## config.mk

```make
export PLATFORM = sky130hd
export DESIGN_NAME = ide_dual_regif
export DESIGN_NICKNAME = d
export VERILOG_FILES = /design/src/rtl/idec_pkg.sv /design/src/rtl/idec_addr_dec.sv /design/src/rtl/idec_chan_irq.sv /design/src/rtl/ide_dual_regif.sv
export SDC_FILE = /design/constraint.sdc
export NUM_CORES = 1
export LEC_CHECK = 0
export CAP_MARGIN = 25
export CORE_ASPECT_RATIO = 0.7
export CORE_MARGIN = 2
export CORE_UTILIZATION = 47
export CTS_BUF_LIST = sky130_fd_sc_hd__clkbuf_2 sky130_fd_sc_hd__clkbuf_4 sky130_fd_sc_hd__clkbuf_8
export CTS_CLUSTER_DIAMETER = 30
export DETAILED_ROUTE_END_ITERATION = 12
export MAX_ROUTING_LAYER = met4
export PLACE_DENSITY_LB_ADDON = 0.08
export SLEW_MARGIN = 5
export SYNTH_ARGS = -nofsm -noshare
export SYNTH_HDL_FRONTEND = slang
export SYNTH_HIERARCHICAL = 1
export SYNTH_SLANG_ARGS = --single-unit
```

## constraint.sdc

```tcl
create_clock -name clk -period 4.6 [get_ports clk]
set_clock_uncertainty 0.2 [all_clocks]
set_input_delay 0.92 -clock clk [delete_from_list [all_inputs] [get_ports clk]]
set_output_delay 0.92 -clock clk [all_outputs]
set_load 0.01 [all_outputs]
```

## src/rtl/idec_pkg.sv

```systemverilog
package idec_pkg;
  localparam int NCH  = 2;
  localparam int CH_W = 1;
  localparam int IDX_W = 3;

  typedef enum logic [2:0] {
    RG_NONE, RG_SEL, RG_ID, RG_TF, RG_CTL, RG_IEN, RG_STAT
  } reg_kind_e;

  typedef struct packed {
    reg_kind_e        kind;
    logic [CH_W-1:0]  ch;
    logic [IDX_W-1:0] idx;
    logic [1:0]       idbit;
  } dec_t;
endpackage

```

## src/rtl/idec_addr_dec.sv

```systemverilog
module idec_addr_dec
  import idec_pkg::*;
#(
  parameter int ADDR_W    = 14,
  parameter int OFF_W     = 12,
  parameter int CH_BASE   = 'h2000,
  parameter int TF_SHIFT  = 6,
  parameter int CTL_OFS   = 'h380,
  parameter int IEN_OFS   = 'h200,
  parameter int STAT_OFS  = 'h290,
  parameter int ID_OFS    = 'h280,
  parameter int SEL_ADDR  = 0
) (
  input  logic [ADDR_W-1:0] addr,
  output dec_t              dec
);
  localparam int HI_W    = ADDR_W - OFF_W;
  localparam int BASE_HI = CH_BASE >> OFF_W;
  localparam int TF_SPAN = (1 << IDX_W) << TF_SHIFT;

  logic [OFF_W-1:0] off;
  assign off = addr[OFF_W-1:0];

  always_comb begin
    dec = '0;
    dec.kind = RG_NONE;
    if (addr == ADDR_W'(SEL_ADDR)) begin
      dec.kind = RG_SEL;
    end else begin
      for (int c = 0; c < NCH; c++) begin
        if (addr[ADDR_W-1:OFF_W] == HI_W'(BASE_HI + c)) begin
          dec.ch = CH_W'(c);
          if (off < OFF_W'(TF_SPAN) && off[TF_SHIFT-1:0] == '0) begin
            dec.kind = RG_TF;
            dec.idx  = off[TF_SHIFT +: IDX_W];
          end else if (off == OFF_W'(CTL_OFS)) begin
            dec.kind = RG_CTL;
          end else if (off == OFF_W'(IEN_OFS)) begin
            dec.kind = RG_IEN;
          end else if (off == OFF_W'(STAT_OFS)) begin
            dec.kind = RG_STAT;
          end else if (c == 0 && (off >> 4) == OFF_W'(ID_OFS >> 4) && off[1:0] == 2'b00) begin
            dec.kind  = RG_ID;
            dec.idbit = off[3:2];
          end
        end
      end
    end
  end
endmodule

```

## src/rtl/idec_chan_irq.sv

```systemverilog
module idec_chan_irq (
  input  logic clk,
  input  logic rst,
  input  logic drv_irq,
  input  logic arm,
  input  logic disarm,
  output logic pending,
  output logic mask_open
);
  logic drv_q;

  always_ff @(posedge clk) begin
    if (rst) begin
      drv_q     <= 1'b0;
      pending   <= 1'b0;
      mask_open <= 1'b0;
    end else begin
      drv_q <= drv_irq;
      if (!drv_irq)     pending <= 1'b0;
      else if (!drv_q)  pending <= 1'b1;
      if (arm)          mask_open <= 1'b1;
      else if (disarm)  mask_open <= 1'b0;
    end
  end

  // a write arms the mask, a read disarms it
  a_r7_arm_opens: assert property (@(posedge clk) disable iff (rst)
    arm |=> mask_open);
  a_r7_disarm_closes: assert property (@(posedge clk) disable iff (rst)
    (disarm && !arm) |=> !mask_open);
  // latch follows rising edge and a low input
  a_r9_low_clears: assert property (@(posedge clk) disable iff (rst)
    !drv_irq |=> !pending);
  a_r9_rise_sets: assert property (@(posedge clk) disable iff (rst)
    $rose(drv_irq) |=> pending);
endmodule

```

## src/rtl/ide_dual_regif.sv

```systemverilog
module ide_dual_regif
  import idec_pkg::*;
#(
  parameter int         ADDR_W  = 14,
  parameter int         DATA_W  = 8,
  parameter int         WIN_BIT = 5,
  parameter int         DMA_BIT = 0,
  parameter logic [3:0] CARD_ID = 4'd3
) (
  input  logic              clk,
  input  logic              rst,
  input  logic              host_cs,
  input  logic              host_we,
  input  logic [ADDR_W-1:0] host_addr,
  input  logic [DATA_W-1:0] host_wdata,
  output logic [DATA_W-1:0] host_rdata,
  input  logic [NCH-1:0]    drv_irq,
  output logic              card_irq,
  output logic              dma_chan,
  output logic [NCH-1:0]    tf_cs,
  output logic              tf_ctl,
  output logic [IDX_W-1:0]  tf_idx,
  output logic              tf_we,
  output logic [DATA_W-1:0] tf_wdata,
  input  logic [DATA_W-1:0] tf_rdata0,
  input  logic [DATA_W-1:0] tf_rdata1
);
  localparam logic [DATA_W-1:0] CLOSED_VAL = '1;

  dec_t              dec;
  logic [DATA_W-1:0] sel_q;
  logic              win_open, rd, wr, tf_hit;
  logic [NCH-1:0]    arm, disarm, pend, mask;
  logic [DATA_W-1:0] rd_mux;

  idec_addr_dec #(.ADDR_W(ADDR_W)) u_dec (
    .addr (host_addr),
    .dec  (dec)
  );

  assign win_open = sel_q[WIN_BIT];
  assign rd       = host_cs && !host_we;
  assign wr       = host_cs && host_we;
  assign tf_hit   = host_cs && win_open && (dec.kind == RG_TF || dec.kind == RG_CTL);

  generate
    for (genvar c = 0; c < NCH; c++) begin : g_ch
      assign tf_cs[c]  = tf_hit && (dec.ch == CH_W'(c));
      assign arm[c]    = wr && win_open && dec.kind == RG_IEN && dec.ch == CH_W'(c);
      assign disarm[c] = rd && win_open && dec.kind == RG_IEN && dec.ch == CH_W'(c);
      idec_chan_irq u_irq (
        .clk       (clk),
        .rst       (rst),
        .drv_irq   (drv_irq[c]),
        .arm       (arm[c]),
        .disarm    (disarm[c]),
        .pending   (pend[c]),
        .mask_open (mask[c])
      );
    end
  endgenerate

  assign tf_ctl   = tf_hit && dec.kind == RG_CTL;
  assign tf_idx   = tf_hit ? dec.idx : '0;
  assign tf_we    = tf_hit && host_we;
  assign tf_wdata = host_wdata;
  assign dma_chan = sel_q[DMA_BIT];

  always_comb begin
    rd_mux = '0;
    unique case (dec.kind)
      RG_SEL:        rd_mux = sel_q;
      RG_ID:         rd_mux = DATA_W'(CARD_ID[dec.idbit]);
      RG_TF, RG_CTL: rd_mux = !win_open ? CLOSED_VAL : (dec.ch != '0 ? tf_rdata1 : tf_rdata0);
      RG_IEN:        rd_mux = win_open ? '0 : CLOSED_VAL;
      RG_STAT:       rd_mux = win_open ? DATA_W'(pend[dec.ch]) : CLOSED_VAL;
      default:       rd_mux = '0;
    endcase
  end

  always_ff @(posedge clk) begin
    if (rst) begin
      sel_q      <= '0;
      host_rdata <= '0;
      card_irq   <= 1'b0;
    end else begin
      if (wr && dec.kind == RG_SEL) sel_q <= host_wdata;
      if (rd) host_rdata <= rd_mux;
      card_irq <= |(pend & mask);
    end
  end

  // a closed window produces no chip-select
  a_r6_closed_no_cs: assert property (@(posedge clk) disable iff (rst)
    !win_open |-> tf_cs == '0);
  // a closed window never moves a mask
  a_r6_closed_mask_stable: assert property (@(posedge clk) disable iff (rst)
    !win_open |=> $stable(mask));
  // at most one channel selected
  a_r4_cs_onehot: assert property (@(posedge clk) disable iff (rst)
    $onehot0(tf_cs));
  // all masks closed means no interrupt next cycle
  a_r10_masked_quiet: assert property (@(posedge clk) disable iff (rst)
    (mask == '0) |=> !card_irq);
endmodule

```

==> metrics.yaml, run 1 <==
outcome:
  status: "completed"
global_routing:
  overflow: 0
  grt_antenna_before_repair: 0
  grt_pass1_wl_mm: 7.22
  grt_max_degree: 22
  grt_pass1_vias: 1536
  grtUsageTotal_pct: 25.1
synth:
  synth_fp_nets: 248
  synthCells: 204
  synth_area_mm2: 0.00162
  synth_warnings: 6
  synth.avg_cell_area_um2: 7.92
pwr:
  seqPwrFrac_pct: 48.7
  combPwrFrac_pct: 21.0
  sw_frac_of_total_pct: 24.6
  leakage_nw: 0.787
  totalPowerFinal_w: 0.000416
  peakVddDrop_v: 0.000164
  power.density_mw_per_mm2: 176
  switching_power_w: 0.000103
  internal-power_w: 0.000314
  p_clk_share_pct: 30.3
final_layout:
  fin_util_pct: 73.5
  area_growth_pct: 46.2
  finalNetCount: 307
  antenna_cells: 0
  mostFrequentLayoutCells: "67 x clkdlybuf4s50_1, 29 x nor2_1, 23 x dfxtp_1"
  nFillCells: 272
  final_common_cell: "clkdlybuf4s50_1"
  drive_above_1_share_pct: 11.8
timing:
  fmax_mhz: 221
  post-route-period-util_pct: 98.4
  hold_violations: 0
  fin_tns_setup_ps: 0
  finalCriticalPeriod_ps: 4530
  slew_headroom_pct: 47.2
  setup_slack_ps: 73.5
  setup_viol: 0
  slew_violations: 0
  worstMarginPinSlew_ps: 790
drt:
  vias: 1671
  drtIter0Drc: 109
  drc: 0
  drt.antenna.violating_nets: 0
  wl_mm: 4.52
  drt-wirelength-per-cell_um: 14.6
  avgViaCountPerCell: 5.41
  firstDrtPassIters: 7
cts:
  cts_buffer_depth: 2
  htree_num_levels: 1
  cts_root_buf: "clkbuf_8"
  cts.clk_slew.worst_paths_ps: 80
  clock_latency_ps: 270
  cts_made_buffers: 3
  cts_tree: "yes"
  cts_sinks: 23
die:
  die_h_um: 53.1
  rows: 17
  ios: 69
  die_area_mm2: 0.00393
  start_util_pct: 50.3
  fp.dieW_um: 74.1
  core_mm2: 0.00321
critical_path:
  startpoint_type: "input pin"
  critPathKind: "in -> out"
  required_ps: 3480
  path_buf_inv: 3
  cp_top_family: "buffers and inverters"
  crit_path_max_incr_delay_ps: 540
  crit_chain: "clkdlybuf4s50_1, and4bb_2, nand2_1, a211oi_4, nand2_1, a21oi_1, buf_4, and2_1, clkdlybuf4s50_1"
  cp.arrival_ps: 3410
  worst_path_max_delay_cell: "clkdlybuf4s50_1"
  cp_max_fo: 5
  endpoint_kind: "output port"
flow_run:
  maxCapViolations: 0
placement:
  dp_hpwl_mm: 3.48
  place_congestion: 0.846
  portBuffers: 68
  post-place-ws_ps: 67.6
worst_hold_path:
  min-delay-path-class: "reg -> reg"
==> routing by layer <==
layer  GRT usage, %  vias to the layer above  wire length (µm)
li1               -                      834                 -
met1           35.5                      769              2230
met3           5.33                        2               361
met2           37.6                       66              1930
met5              -                        -                 0
met4           3.64                        0                 8
==> final cells by class <==
class / count / area (µm²) / area share (%)
inverter: 7 / 26.3 / 1.11
multi-input combinational: 151 / 1020 / 43.2
clock buffer: 3 / 41.3 / 1.75
clock inverter: 1 / 5.00 / 0.212
tap: 47 / 58.8 / 2.49
timing repair buffer: 77 / 751 / 31.8
sequential: 23 / 460 / 19.5
==> power groups by stage <==
stage                     logic (W)  clock network, W  registers [W]
after floorplan           0.0000339                 0       0.000207
after global placement    0.0000828                 0       0.000207
after CTS                 0.0000851          0.000126       0.000203
final                     0.0000872          0.000126       0.000203
after detailed placement  0.0000843                 0       0.000208
after global routing      0.0000939          0.000135       0.000203
==> metrics by stage <==
step / cell area [µm²] / instances / hold slack [ps]
finish: 2360 / 309 / 221
detailed placement: 2280 / 304 / 211
global placement: 2280 / 304 / 202
global route: 2360 / 309 / 234
CTS: 2320 / 308 / 223
floorplan: 1620 / 204 / 202
==> registers in the layout (all words and copies together), names as in the netlist <==
name,flops
card_irq,1
g_ch.u_irq/pending,2
g_ch.u_irq/drv_q,2
sel_q,8
host_rdata,8
g_ch.u_irq/mask_open,2
==> worst paths after layout <==
| kind | startpoint | end | slack, ps | depth (start not counted) |
|---|---|---|---|---|
| max | host_addr[8] | tf_we | 70 | 9 |
| max reg2reg | sel_q[5] | host_rdata[4] | 3020 | 4 |
| min | g_ch[1].u_irq/drv_q | g_ch[1].u_irq/pending | 220 | 1 |
| min reg2reg | g_ch[1].u_irq/drv_q | g_ch[1].u_irq/pending | 220 | 1 |
==> timing repair <==
| item | 4_1_cts | 5_1_grt |
|---|---|---|
| hold endpoints to repair | 0 | 0 |
| hold buffers | 0 | 0 |
| resized for setup | 0 | 7 |
| endpoints found under the setup margin | 0 | 6 |
| buffers inserted | 0 | 1 |
(Power assumes the default switching activity.)
==> run 2: changes to the inputs <==
--- a/config.mk
+++ b/config.mk
@@ -5,6 +5,7 @@
 export SDC_FILE = /design/constraint.sdc
 export NUM_CORES = 1
 export LEC_CHECK = 0
+export ABC_AREA = 1
 export CAP_MARGIN = 25
 export CORE_ASPECT_RATIO = 0.7
 export CORE_MARGIN = 2
==> metrics.yaml, run 2 <==
critical_path:
  required_ps: 3480  # about the same
  critPathKind: "in -> out"
  cp_max_fo: 7  # +2
  endpoint_kind: "output port"
  cp.arrival_ps: 3120  # -290 ps
  startpoint_type: "input pin"
drt:
  wl_mm: 4.12  # -9.0%
  drt.antenna.violating_nets: 0  # unchanged
  drt-wirelength-per-cell_um: 11.6  # -21%
  avgViaCountPerCell: 4.87  # -9.9%
  vias: 1734  # +3.8%
  drc: 0  # unchanged
  drtIter0Drc: 122  # +12%
  firstDrtPassIters: 4  # -3
final_layout:
  mostFrequentLayoutCells: "87 x nand2_1, 68 x clkdlybuf4s50_1, 34 x inv_1"
  seq_area_um2: 460  # unchanged
  antenna_cells: 0  # unchanged
  reg.largest.list: "host_rdata x8, sel_q x8"
  nFillCells: 299  # +9.9%
  final_common_cell: "nand2_1"
  stdcell_count: 356  # +15%
  multiInputGateArea_um2: 885  # -13%
  finalNetCount: 363  # +18%
  drive_above_1_share_pct: 11.6  # -0.20 points
  area_growth_pct: 45.5
die:
  rows: 17  # unchanged
  start_util_pct: 49.4  # -0.86 points
  die_h_um: 52.3  # -1.4%
  core_mm2: 0.00317  # -1.3%
  die_area_mm2: 0.00382  # -2.8%
  fp.dieW_um: 73  # -1.4%
  ios: 69  # unchanged
placement:
  post-place-ws_ps: 275  # +208 ps
  placedCellCount: 352  # +16%
  dp_hpwl_mm: 3.23  # -7.1%
  portBuffers: 68  # unchanged
  place_congestion: 0.980  # +16%
cts:
  cts_sinks: 23  # unchanged
  cts_root_buf: "clkbuf_8"
  cts_buffer_depth: 2  # unchanged
  cts_made_buffers: 3  # unchanged
  htree_num_levels: 1  # unchanged
  cts_tree: "yes"
  cts.clk_slew.worst_paths_ps: 80  # about the same
  clock_latency_ps: 260  # about the same
timing:
  post-route-period-util_pct: 92.3  # -6.1 points
  setup_slack_ps: 355  # +282 ps
  rsz0062_at_grt: "false"
  slew_headroom_pct: 36.2  # -11 points
  worstMarginPinSlew_ps: 954  # +165 ps
  fin_tns_setup_ps: 0  # unchanged
  setup_viol: 0  # unchanged
  fmax_mhz: 236  # +6.6%
  slew_violations: 0  # unchanged
  hold_violations: 0  # unchanged
  finalCriticalPeriod_ps: 4240  # -282 ps
global_routing:
  overflow: 0  # unchanged
  grt_max_degree: 22  # unchanged
  grtUsageTotal_pct: 24.5  # -0.60 points
  grt_pass1_wl_mm: 7.05  # -2.4%
  grt_antenna_before_repair: 0  # unchanged
  grt_pass1_vias: 1616  # +5.2%
synth:
  synth_area_mm2: 0.00157  # -3.0%
  synth_warnings: 6  # unchanged
  synth.avg_cell_area_um2: 6.10  # -23%
  synthCells: 257  # +26%
  synth_fp_nets: 301  # +21%
worst_hold_path:
  min-delay-path-class: "reg -> reg"
outcome:
  status: "completed"
pwr:
  peakVddDrop_v: 0.000145  # -12%
  leakage_nw: 0.945  # +20%
  power.density_mw_per_mm2: 179  # +1.8%
flow_run:
  maxCapViolations: 0  # unchanged
==> run 2: worst paths after layout <==
| kind | cells after the start | from | slack (ps) | end |
|---|---|---|---|---|
| max reg2reg | 4 | sel_q[5] | 2970 | g_ch[1].u_irq/mask_open |
| min | 1 | g_ch[0].u_irq/drv_q | 220 | g_ch[0].u_irq/pending |
| max | 14 | host_addr[1] | 360 | tf_cs[1] |
| min reg2reg | 1 | g_ch[0].u_irq/drv_q | 220 | g_ch[0].u_irq/pending |
==> run 2: what timing repair did <==
| item | in CTS | in global routing |
|---|---|---|
| hold buffers | 0 | 0 |
| gates resized for setup | 0 | 1 |
| endpoints found under the setup margin | 0 | 1 |
| buffers inserted | 0 | 0 |
==> run 2: layout make-up <==
| class | count | area share (%) |
|---|---|---|
| Multi-Input combinational cell | 183 | 38.8 |
| Timing Repair Buffer | 70 | 30.5 |
| Sequential cell | 23 | 20.2 |
| Inverter | 38 | 6.26 |
| Tap cell | 38 | 2.09 |
| Clock buffer | 3 | 1.81 |
| Clock inverter | 1 | 0.329 |
==> run 2: worst max-delay path: stages <==
cell	delay, ps
clkdlybuf4s50_1	490
nor2_1	60
nand2_1	70
inv_1	70
nand3_2	80
inv_1	50
nand2_2	90
nand2_1	120
inv_1	150
nand3_1	130
nand2_2	90
nand3_2	110
nor2_1	140
clkdlybuf4s50_1	550
==> run 2: where the power goes <==
part	switching [W]	leakage [nW]	total, W	internal [W]
Sequential	0.00000122	0.186	0.000202	0.000201
Combinational	0.0000331	0.738	0.0000782	0.0000451
Clock	0.0000672	0.0217	0.000129	0.0000613
Total	0.000102	0.945	0.000409	0.000307
==> run 2: stage by stage <==
step | total power (W) | util, % | hold slack, ps | instance area [µm²]
floorplan | 0.000237 | - | 199 | 1570
global placement | 0.000283 | 70.2 | 202 | 2230
detailed placement | 0.000285 | 70.2 | 210 | 2230
CTS | 0.000413 | 71.8 | 222 | 2270
global route | 0.000428 | 71.9 | 241 | 2280
finish | 0.000409 | 71.9 | 218 | 2280
==> run 2: per-layer routing <==
layer | track usage [%] | part of all wire [%] | vias up
met5 | - | 0 | -
met4 | 3.70 | 0.41 | 0
met3 | 5.38 | 6.9 | 2
met2 | 39.0 | 42 | 64
met1 | 32.7 | 50 | 761
li1 | - | - | 907
==> run 3: changes to the inputs <==
--- a/config.mk
+++ b/config.mk
@@ -11,11 +11,9 @@
 export CORE_MARGIN = 2
 export CORE_UTILIZATION = 47
 export CTS_BUF_LIST = sky130_fd_sc_hd__clkbuf_2 sky130_fd_sc_hd__clkbuf_4 sky130_fd_sc_hd__clkbuf_8
-export CTS_CLUSTER_DIAMETER = 30
 export DETAILED_ROUTE_END_ITERATION = 12
 export MAX_ROUTING_LAYER = met4
 export PLACE_DENSITY_LB_ADDON = 0.08
-export SLEW_MARGIN = 5
 export SYNTH_ARGS = -nofsm -noshare
 export SYNTH_HDL_FRONTEND = slang
 export SYNTH_HIERARCHICAL = 1
==> results of run 3 <==
The final DEF is identical to that of run 2; final timing and power are the same.
